**config.mk**
```make
export PLATFORM = sky130hd
export DESIGN_NAME = qw_access_splitter
export DESIGN_NICKNAME = d
export VERILOG_FILES = /design/src/rtl/qws_pkg.sv /design/src/rtl/qws_lane_mask.sv /design/src/rtl/qws_lane_shift.sv /design/src/rtl/qw_access_splitter.sv
export SDC_FILE = /design/constraint.sdc
export NUM_CORES = 1
export LEC_CHECK = 0
export BUFFER_PORTS_ARGS = -buffer_cell sky130_fd_sc_hd__clkbuf_2
export CAP_MARGIN = 20
export CORE_UTILIZATION = 42
export CTS_CLUSTER_SIZE = 20
export DETAILED_ROUTE_END_ITERATION = 8
export PLACE_DENSITY = 0.6
export SYNTH_ARGS = -nofsm -noshare
export SYNTH_HDL_FRONTEND = slang
export SYNTH_SLANG_ARGS = --single-unit
```
**constraint.sdc**
```tcl
create_clock -name clk -period 7.32 [get_ports clk]
set_input_delay 0.732 -clock clk [delete_from_list [all_inputs] [get_ports clk]]
set_output_delay 0.732 -clock clk [all_outputs]
set_load 0.05 [all_outputs]
```
**src/rtl/qws_pkg.sv**
```systemverilog
package qws_pkg;
  typedef enum logic [1:0] {
    S_IDLE  = 2'd0,
    S_ISSUE = 2'd1,
    S_WAIT  = 2'd2,
    S_RESP  = 2'd3
  } qws_state_e;
endpackage

```
**src/rtl/qws_lane_mask.sv**
```systemverilog
module qws_lane_mask #(
  parameter int LANES = 8,
  parameter int OFS_W = 3,
  parameter int SZ_W  = 2
) (
  input  logic [OFS_W-1:0] ofs,
  input  logic [SZ_W-1:0]  size,
  output logic [LANES-1:0] lo_mask,
  output logic [LANES-1:0] hi_mask,
  output logic             crosses
);
  logic [2*LANES-1:0] span;
  int nb;

  // lanes of the access laid across two consecutive quadwords
  always_comb begin
    nb = 1 << size;
    for (int i = 0; i < 2*LANES; i++)
      span[i] = (i >= int'(ofs)) && (i < int'(ofs) + nb);
  end

  assign lo_mask = span[LANES-1:0];
  assign hi_mask = span[2*LANES-1:LANES];
  assign crosses = |hi_mask;
endmodule

```
**src/rtl/qws_lane_shift.sv**
```systemverilog
module qws_lane_shift #(
  parameter int LANES = 8,
  parameter int OFS_W = 3,
  parameter int SZ_W  = 2
) (
  input  logic [OFS_W-1:0]     ofs,
  input  logic [SZ_W-1:0]      size,
  input  logic [8*LANES-1:0]   wdata,
  input  logic [16*LANES-1:0]  rbuf,
  output logic [16*LANES-1:0]  wide,
  output logic [8*LANES-1:0]   rdata
);
  int nb;

  always_comb begin
    nb    = 1 << size;
    wide  = '0;
    rdata = '0;
    // write: source byte k lands on double-quadword lane ofs+k
    for (int j = 0; j < 2*LANES; j++)
      if (j >= int'(ofs) && (j - int'(ofs)) < nb)
        wide[8*j +: 8] = wdata[8*(j - int'(ofs)) +: 8];
    // read: gather from lane ofs+k back to byte k
    for (int k = 0; k < LANES; k++)
      if (k < nb)
        rdata[8*k +: 8] = rbuf[8*(k + int'(ofs)) +: 8];
  end
endmodule

```
**src/rtl/qw_access_splitter.sv**
```systemverilog
module qw_access_splitter
  import qws_pkg::*;
#(
  parameter int ADDR_W    = 32,
  parameter int DATA_W    = 64,
  parameter int IO_ADDR_W = 16,
  parameter int SZ_W      = 2
) (
  input  logic                          clk,
  input  logic                          rst_n,
  input  logic                          cpu_req_valid,
  output logic                          cpu_req_ready,
  input  logic [ADDR_W-1:0]             cpu_addr,
  input  logic [SZ_W-1:0]               cpu_size,
  input  logic                          cpu_write,
  input  logic                          cpu_is_mem,
  input  logic [DATA_W-1:0]             cpu_wdata,
  output logic                          cpu_rsp_valid,
  input  logic                          cpu_rsp_ready,
  output logic [DATA_W-1:0]             cpu_rdata,
  output logic                          bus_req_valid,
  input  logic                          bus_req_ready,
  output logic [ADDR_W-$clog2(DATA_W/8)-1:0] bus_addr,
  output logic [DATA_W/8-1:0]           bus_be_n,
  output logic                          bus_write,
  output logic                          bus_is_mem,
  output logic [DATA_W-1:0]             bus_wdata,
  input  logic                          bus_rsp_valid,
  input  logic [DATA_W-1:0]             bus_rdata
);
  localparam int LANES   = DATA_W / 8;
  localparam int OFS_W   = $clog2(LANES);
  localparam int QA_W    = ADDR_W - OFS_W;
  localparam int IO_QA_W = IO_ADDR_W - OFS_W;
  localparam logic [QA_W-1:0] IO_MASK = {{(QA_W-IO_QA_W){1'b0}}, {IO_QA_W{1'b1}}};

  qws_state_e          st;
  logic                hi_phase;
  logic [QA_W-1:0]     a_base;
  logic [OFS_W-1:0]    a_ofs;
  logic [SZ_W-1:0]     a_size;
  logic                a_wr, a_mem;
  logic [DATA_W-1:0]   a_wdata;
  logic [2*DATA_W-1:0] rbuf;

  logic [LANES-1:0]    lo_mask, hi_mask;
  logic                crosses;
  logic [2*DATA_W-1:0] wide;
  logic [QA_W-1:0]     raw_qa;

  qws_lane_mask #(.LANES(LANES), .OFS_W(OFS_W), .SZ_W(SZ_W)) u_mask (
    .ofs(a_ofs), .size(a_size),
    .lo_mask(lo_mask), .hi_mask(hi_mask), .crosses(crosses)
  );

  qws_lane_shift #(.LANES(LANES), .OFS_W(OFS_W), .SZ_W(SZ_W)) u_shift (
    .ofs(a_ofs), .size(a_size), .wdata(a_wdata), .rbuf(rbuf),
    .wide(wide), .rdata(cpu_rdata)
  );

  // request fields
  assign raw_qa        = a_base + QA_W'(hi_phase);
  assign bus_addr      = a_mem ? raw_qa : (raw_qa & IO_MASK);
  assign bus_be_n      = ~(hi_phase ? hi_mask : lo_mask);
  assign bus_wdata     = hi_phase ? wide[2*DATA_W-1:DATA_W] : wide[DATA_W-1:0];
  assign bus_write     = a_wr;
  assign bus_is_mem    = a_mem;
  assign bus_req_valid = (st == S_ISSUE);
  assign cpu_req_ready = (st == S_IDLE);
  assign cpu_rsp_valid = (st == S_RESP);

  always_ff @(posedge clk) begin
    if (!rst_n) begin
      st       <= S_IDLE;
      hi_phase <= 1'b0;
      a_base   <= '0;
      a_ofs    <= '0;
      a_size   <= '0;
      a_wr     <= 1'b0;
      a_mem    <= 1'b0;
      a_wdata  <= '0;
      rbuf     <= '0;
    end else begin
      unique case (st)
        S_IDLE: if (cpu_req_valid) begin
          a_base   <= cpu_addr[ADDR_W-1:OFS_W];
          a_ofs    <= cpu_addr[OFS_W-1:0];
          a_size   <= cpu_size;
          a_wr     <= cpu_write;
          a_mem    <= cpu_is_mem;
          a_wdata  <= cpu_wdata;
          hi_phase <= 1'b0;
          st       <= S_ISSUE;
        end
        S_ISSUE: if (bus_req_ready) st <= S_WAIT;
        S_WAIT: if (bus_rsp_valid) begin
          if (hi_phase) begin
            rbuf[2*DATA_W-1:DATA_W] <= bus_rdata;
            st <= S_RESP;
          end else begin
            rbuf[DATA_W-1:0] <= bus_rdata;
            if (crosses) begin
              hi_phase <= 1'b1;
              st       <= S_ISSUE;
            end else begin
              st <= S_RESP;
            end
          end
        end
        S_RESP: if (cpu_rsp_ready) st <= S_IDLE;
        default: st <= S_IDLE;
      endcase
    end
  end

  // every request enables at least one lane
  p_be_nonempty_r2: assert property (@(posedge clk) disable iff (!rst_n)
    bus_req_valid |-> bus_be_n != {LANES{1'b1}});

  // IO requests keep the quadword address inside the IO window
  p_io_upper_zero_r8: assert property (@(posedge clk) disable iff (!rst_n)
    (bus_req_valid && !bus_is_mem) |-> (bus_addr & ~IO_MASK) == '0);

  // a stalled request holds its fields
  p_req_hold_r9: assert property (@(posedge clk) disable iff (!rst_n)
    (bus_req_valid && !bus_req_ready) |=>
      (bus_req_valid && $stable(bus_addr) && $stable(bus_be_n) && $stable(bus_wdata)));

  // no new CPU access while a bus request is outstanding
  p_busy_no_accept_r9: assert property (@(posedge clk) disable iff (!rst_n)
    bus_req_valid |-> !cpu_req_ready);

  // completion holds until taken
  p_rsp_hold_r10: assert property (@(posedge clk) disable iff (!rst_n)
    (cpu_rsp_valid && !cpu_rsp_ready) |=> (cpu_rsp_valid && $stable(cpu_rdata)));

  // the upper-half request never precedes an accepted lower-half request
  p_split_order_r4: assert property (@(posedge clk) disable iff (!rst_n)
    $rose(bus_req_valid) && $past(bus_rsp_valid) |-> bus_be_n[0] == 1'b0);
endmodule

```
Yosys cells after proc, flatten, opt, wreduce, memory -nomap -nowiden:

Index checks and enable logic that the tools add are counted.

* input port bits: 170
* logic and storage cells: 177
* bits in registers: 231

* order comparisons: 47
* shift-type cells: 25
* equal/unequal tests: 7
* bitwise gates (word level): 2
* add/sub/neg operators: 25
* reductions and logical operators: 22
* muxes and demuxes: 39

Operator list (number)
* $shiftx 128x32->8: 7
* $shiftx 64x32->8: 14
* $lt 32x32->1: 14
* $lt 4x32->1 const A: 8
* $lt 5x32->1 const A: 8
* $mux 8: 25
* $lt 3x32->1 const A: 4
* $shiftx 128x7->8: 1
* $shiftx 64x7->8: 2
* $lt 1x32->1 const A: 2
* $lt 2x32->1 const A: 2
* $lt 4x32->1: 2
* $mux 64: 1
* $sub 4x3->5 const A: 8
* $add 4x32->32: 1
* $shl 1x2->32 const A: 1
* $add 29x1->29: 1
* $mux 29: 1
* $add 3x3->4 const A: 4
* $sub 3x3->4 const A: 4
* $logic_and 1x1->1: 14
* $mux 2: 6
* $ge 3x3->1 const A: 3
* $reduce_and 3->1: 3
* other kinds (20): 31

Longest topological paths before layout:

* depth after elaboration: 8
* gate-level depth with buffers: 15

By module:

From an unflattened synthesis, not the netlist that was laid out.

* cell total of the unflattened synthesis: 2288
* area, all modules: 19222.2 um^2

By module, submodules not included
* qw_access_splitter: sequential area each 4624.4 um^2, area each 10013.4 um^2, cells each 1202, instances 1
* qws_lane_shift: sequential area each 0.0 um^2, area each 8759.7 um^2, cells each 1023, instances 1
* qws_lane_mask: sequential area each 0.0 um^2, area each 449.2 um^2, cells each 63, instances 1

Worst setup path after synthesis:

Ideal clock, no wire load.

* path type: flip-flop to output port
* from: register a_ofs[1]
* to: output bus_wdata[32]
* data arrival time: 4183 ps
* data required time: 6588 ps
* buffers on the path: 6
* cell stages (with the launch flop): 15
* slack: 2405 ps
* path through: dfxtp_1 > buf_4 > buf_6 > buf_6 > buf_4 > buf_6 > inv_1 > ha_1 > ha_1 > clkbuf_1 > inv_2 > ha_1 > a21oi_1 > o21ai_1 > o32ai_1

* word-level cells in the longest chain between the ends: 5
* elaborated cells between the ends (all ways): 11
* those cells by class: add/sub: 2; order compare: 3; shift: 2; mux: 3; reduce/logical: 1

Ends and longest elaborated chain
* from (decl): RTL line qw_access_splitter.sv:40 `logic [OFS_W-1:0] a_ofs;`
* from (signal assigned): RTL line qw_access_splitter.sv:87 `a_ofs <= cpu_addr[OFS_W-1:0];`
* $sub 3x3->4: RTL line qws_lane_shift.sv:21, qws_lane_shift.sv:22
* $lt 32x32->1: RTL line qws_lane_shift.sv:21 `if (j >= int'(ofs) && (j - int'(ofs)) < nb)`
* $logic_and 1x1->1: RTL line qws_lane_shift.sv:21
* $mux 8: RTL line qws_lane_shift.sv:21
* $mux 64 (*): RTL line qw_access_splitter.sv:65 `assign bus_wdata = hi_phase ? wide[2*DATA_W-1:DATA_W] : wide[DATA_W-1:0];`
* to (decl): RTL line qw_access_splitter.sv:27 `output logic [DATA_W-1:0] bus_wdata,`

Every way passes the cells marked *; elsewhere a longest branch is shown, timed or not.

Final worst setup path:

* from: register a_ofs[0]
* to: output bus_wdata[48]

Same word-level chain as after synthesis.

==> results.md <==
* Outcome: finished, final reports clean
* Wirelength, routed at 64900 um
* Nets at 2616
* Synth Flop Type: dfxtp_1
* Number of register bits inferred by synthesis at 223
* Worst EP required at 6.59 ns
* Critical path's top delay family: compound AO/OA/AOI/OAI gates
* Fraction of the mapped netlist area in adder cells at 0.0343
* Reg-to-reg setup timing slack at 4.14 ns
* Total cell area at the placement stage at 18700 um2
* Longest Clk Path Bufs at 3
* Port-buffer cells at 339
* Worst slew slack as a fraction of its limit at 0.260
* Critical path class: reg2out
* Total length of routed met3 wires at 4590 um
* GR Overflow Total at 0
* Synth Cell Area at 17000 um2
* Dominant combinational cell family by area after synthesis: simple AND/OR/NAND/NOR gates
* CP Max Fanout at 46
* Chip Height at 203 um
* Unrepaired setup endpoints after global routing: false
* Core region area at 39800 um2
* Quantity of gates resized following cts at 0
* Xor/xnor cell area share of the yosys netlist at 0.0134
* WL/cell at 22.0 um
* Starting DRT DRC Count at 1342
* Highest attainable clock frequency at 176 MHz
* Initial cell density of the core at 0.426
* Worst min-delay path startpoint: bus_rdata[22]
* First-pass GRT wire length at 98300 um
* Die extent in x at 203 um
* Initial antenna violation count at 1
* Worst slew pin tran at 1.11 ns
* Count of fill cells added during filler insertion at 4009
* Buffers inserted by post-CTS timing repair at 0
* Max Used Layer: met4
* Area taken by multi-input logic gates at 11600 um2
* Fraction of layout cells with a size suffix above 1 at 0.210
* Highest cell delay on the worst timing path at 0.83 ns
* Number of max-slew violations in the final report at 0
* Largest net degree at the start of global routing at 103
* Final weighted congestion in routability-driven placement at 0.975
* Number of CTS-inserted buffers at 27
* Simple-gate share of the synthesized area at 0.222
* Synthesized-area fraction occupied by ao, oa, aoi and oai cells at 0.215
* Synth warn at 0
* Area growth, synth to finish at 16.1%
* Number of endpoints failing setup at the final stage at 0
* Shortest period the worst path allows at 5.69 ns
* Number of distinct standard cells referenced by the synthesized netlist at 66
* Cells along the critical path: clkinv_2 -> ha_4 -> inv_1 -> ha_1 -> a21o_1 -> a21oi_1 -> o2111ai_1 -> o22ai_1 -> clkbuf_2
* Die Footprint at 41200 um2
* Total global routing track utilization at 0.307
* MaxCap Viol Count at 0
* Remaining routing DRC violations at 0
* Detailed placement HPWL at 46800 um
* Mapped Nets at 2401
* Setup crit start: a_ofs[0]
* Proportion of register bits with asynchronous set or reset after synthesis at 0
* Post-synthesis cell count at 2185
* Commonest cells after routing, fill and taps aside: nand2_1, clkbuf_2, dfxtp_1, a21boi_0, mux2i_1
* Total of hold buffers inserted after clock tree synthesis at 0
* Detailed-routing wirelength on met1 at 26200 um
* Area contributors post-synth: dfxtp_1, nand2_1, mux2i_1
* Via Count at 17300
* Core Rows at 73
* DR WL met2 at 31000 um
* Final antenna-violating net count at 0
* Post-Layout Cell Count at 2946
* Area fraction of the dominant cell type after synthesis at 0.263
* Clk_skew at 0.00870 ns
* Leading cell type in the layout, fill and taps excluded: nand2_1
* Multiplexer share of the synthesized area at 0.196
* Number of global-route vias before repair at 16400
* Register cell area after layout at 4470 um2
* Clock tree from TritonCTS: yes
* Count of flip-flops with a built-in enable after synthesis at 0
* Worst Path Buf+Inv at 3
* Setup TNS at 0 ns
* Crit start category: register
* Ports at 340
* Dominant cell type by area after synthesis: dfxtp_1
* TritonRoute pass-1 iters at 5
* Clock slew at the register clock pins of the worst setup and hold paths at 0.06 ns
* Start of the worst register-to-register path: a_ofs[2]
* Post-synthesis sequential area ratio at 0.263
* Standby leakage power at 7.74 nW
* Design Area, Final at 19700 um2
* Maximum VDD drop at 0.178 mV
* Post-synthesis area per instance at 7.77 um2
* CTS HTree Levels at 1
* Classification of the worst-slack hold path: in2reg
* # placed instances at 2894
* Clk sinks at 223
* Slowest-stage cell, CP: ha_4
* Power per Cell Area at 198 nW/um2
* Cell at the root of the clock tree: clkbuf_16
* Clock latency of the later-clocked register in the worst-skew pair at 0.56 ns
* Worst Setup End Kind: output port
* Vias per cell at 5.86
* Data arrival time of the critical path at 4.96 ns
* Ratio of final minimum period to clock period at 0.778
* Fin. Hold Viols at 0
[metal layers]
layer	GRT usage	vias to the layer above
li1	-	8111
met1	0.385	8335
met2	0.519	693
met3	0.0467	113
met4	0.140	0
met5	0	-
[final cells by class]
type,count,area share
Timing Repair Buffer,364,0.0978
Multi-Input combinational cell,1753,0.589
Sequential cell,223,0.227
Antenna cell,1,0.000127
Clock buffer,39,0.0397
Clock inverter,10,0.00730
Tap cell,525,0.0333
Inverter,31,0.00597
[final timing paths]
path                                 endpoint  cells after the start
worst min register to register       rbuf[15]                      2
worst max-delay path            bus_wdata[48]                      9
worst max register to register          st[1]                      8
worst min-delay path                 rbuf[22]                      3
[cells by family after synthesis]
kind of cell,Yosys count
xor gates and xnor gates,26
AOI/OAI and AO/OA,528
muxes,264
adders and majority gates,46
buffers and inverters,209
DFF,223
and+or+nand+nor,889
[power breakdown]
part	leakage (nW)	total [W]	switching (W)	internal, W
clock network	0.458	0.00142	0.000567	0.000850
logic	5.47	0.00113	0.000751	0.000379
registers	1.81	0.00136	0.0000970	0.00126
[synth_stat cells, drive strengths merged, types with 16 or more instances]
cell type	count
a211oi	20
a21boi	221
a21o	16
a21oi	94
a31oi	45
and2	30
and3	20
buf	91
clkbuf	87
dfxtp	223
ha	45
inv	29
mux2	23
mux2i	188
mux4	53
nand2	642
nand3	35
nor2	82
nor2b	29
nor3	16
o21ai	26
o22ai	39
xnor2	21
[metrics by stage]
step                hold WS (ns)   util  total power, W  setup WS [ns]
floorplan                  0.433      -         0.00216           2.41
CTS                        0.381  0.493         0.00392           1.66
global placement           0.440  0.470         0.00249           2.33
detailed placement         0.445  0.470         0.00250           2.27
finish                     0.400  0.495         0.00391           1.63
global route               0.394  0.495         0.00407           1.37
[state kept, by name, indices dropped and copies added, names as in the netlist]
name and count:
a_wdata 64, a_base 29, rbuf 120, bus_write 1
hi_phase 1, bus_is_mem 1, a_size 2, st 2
a_ofs 3
[worst register-to-register path, cell delays in order (launching register included)]
cell,delay [ns]
dfxtp_2,0.35
inv_2,0.38
buf_4,0.66
ha_1,0.42
and2_4,0.20
a221oi_4,0.38
nor3_2,0.10
or2_1,0.26
o311a_1,0.33
(Power assumes the default switching activity.)
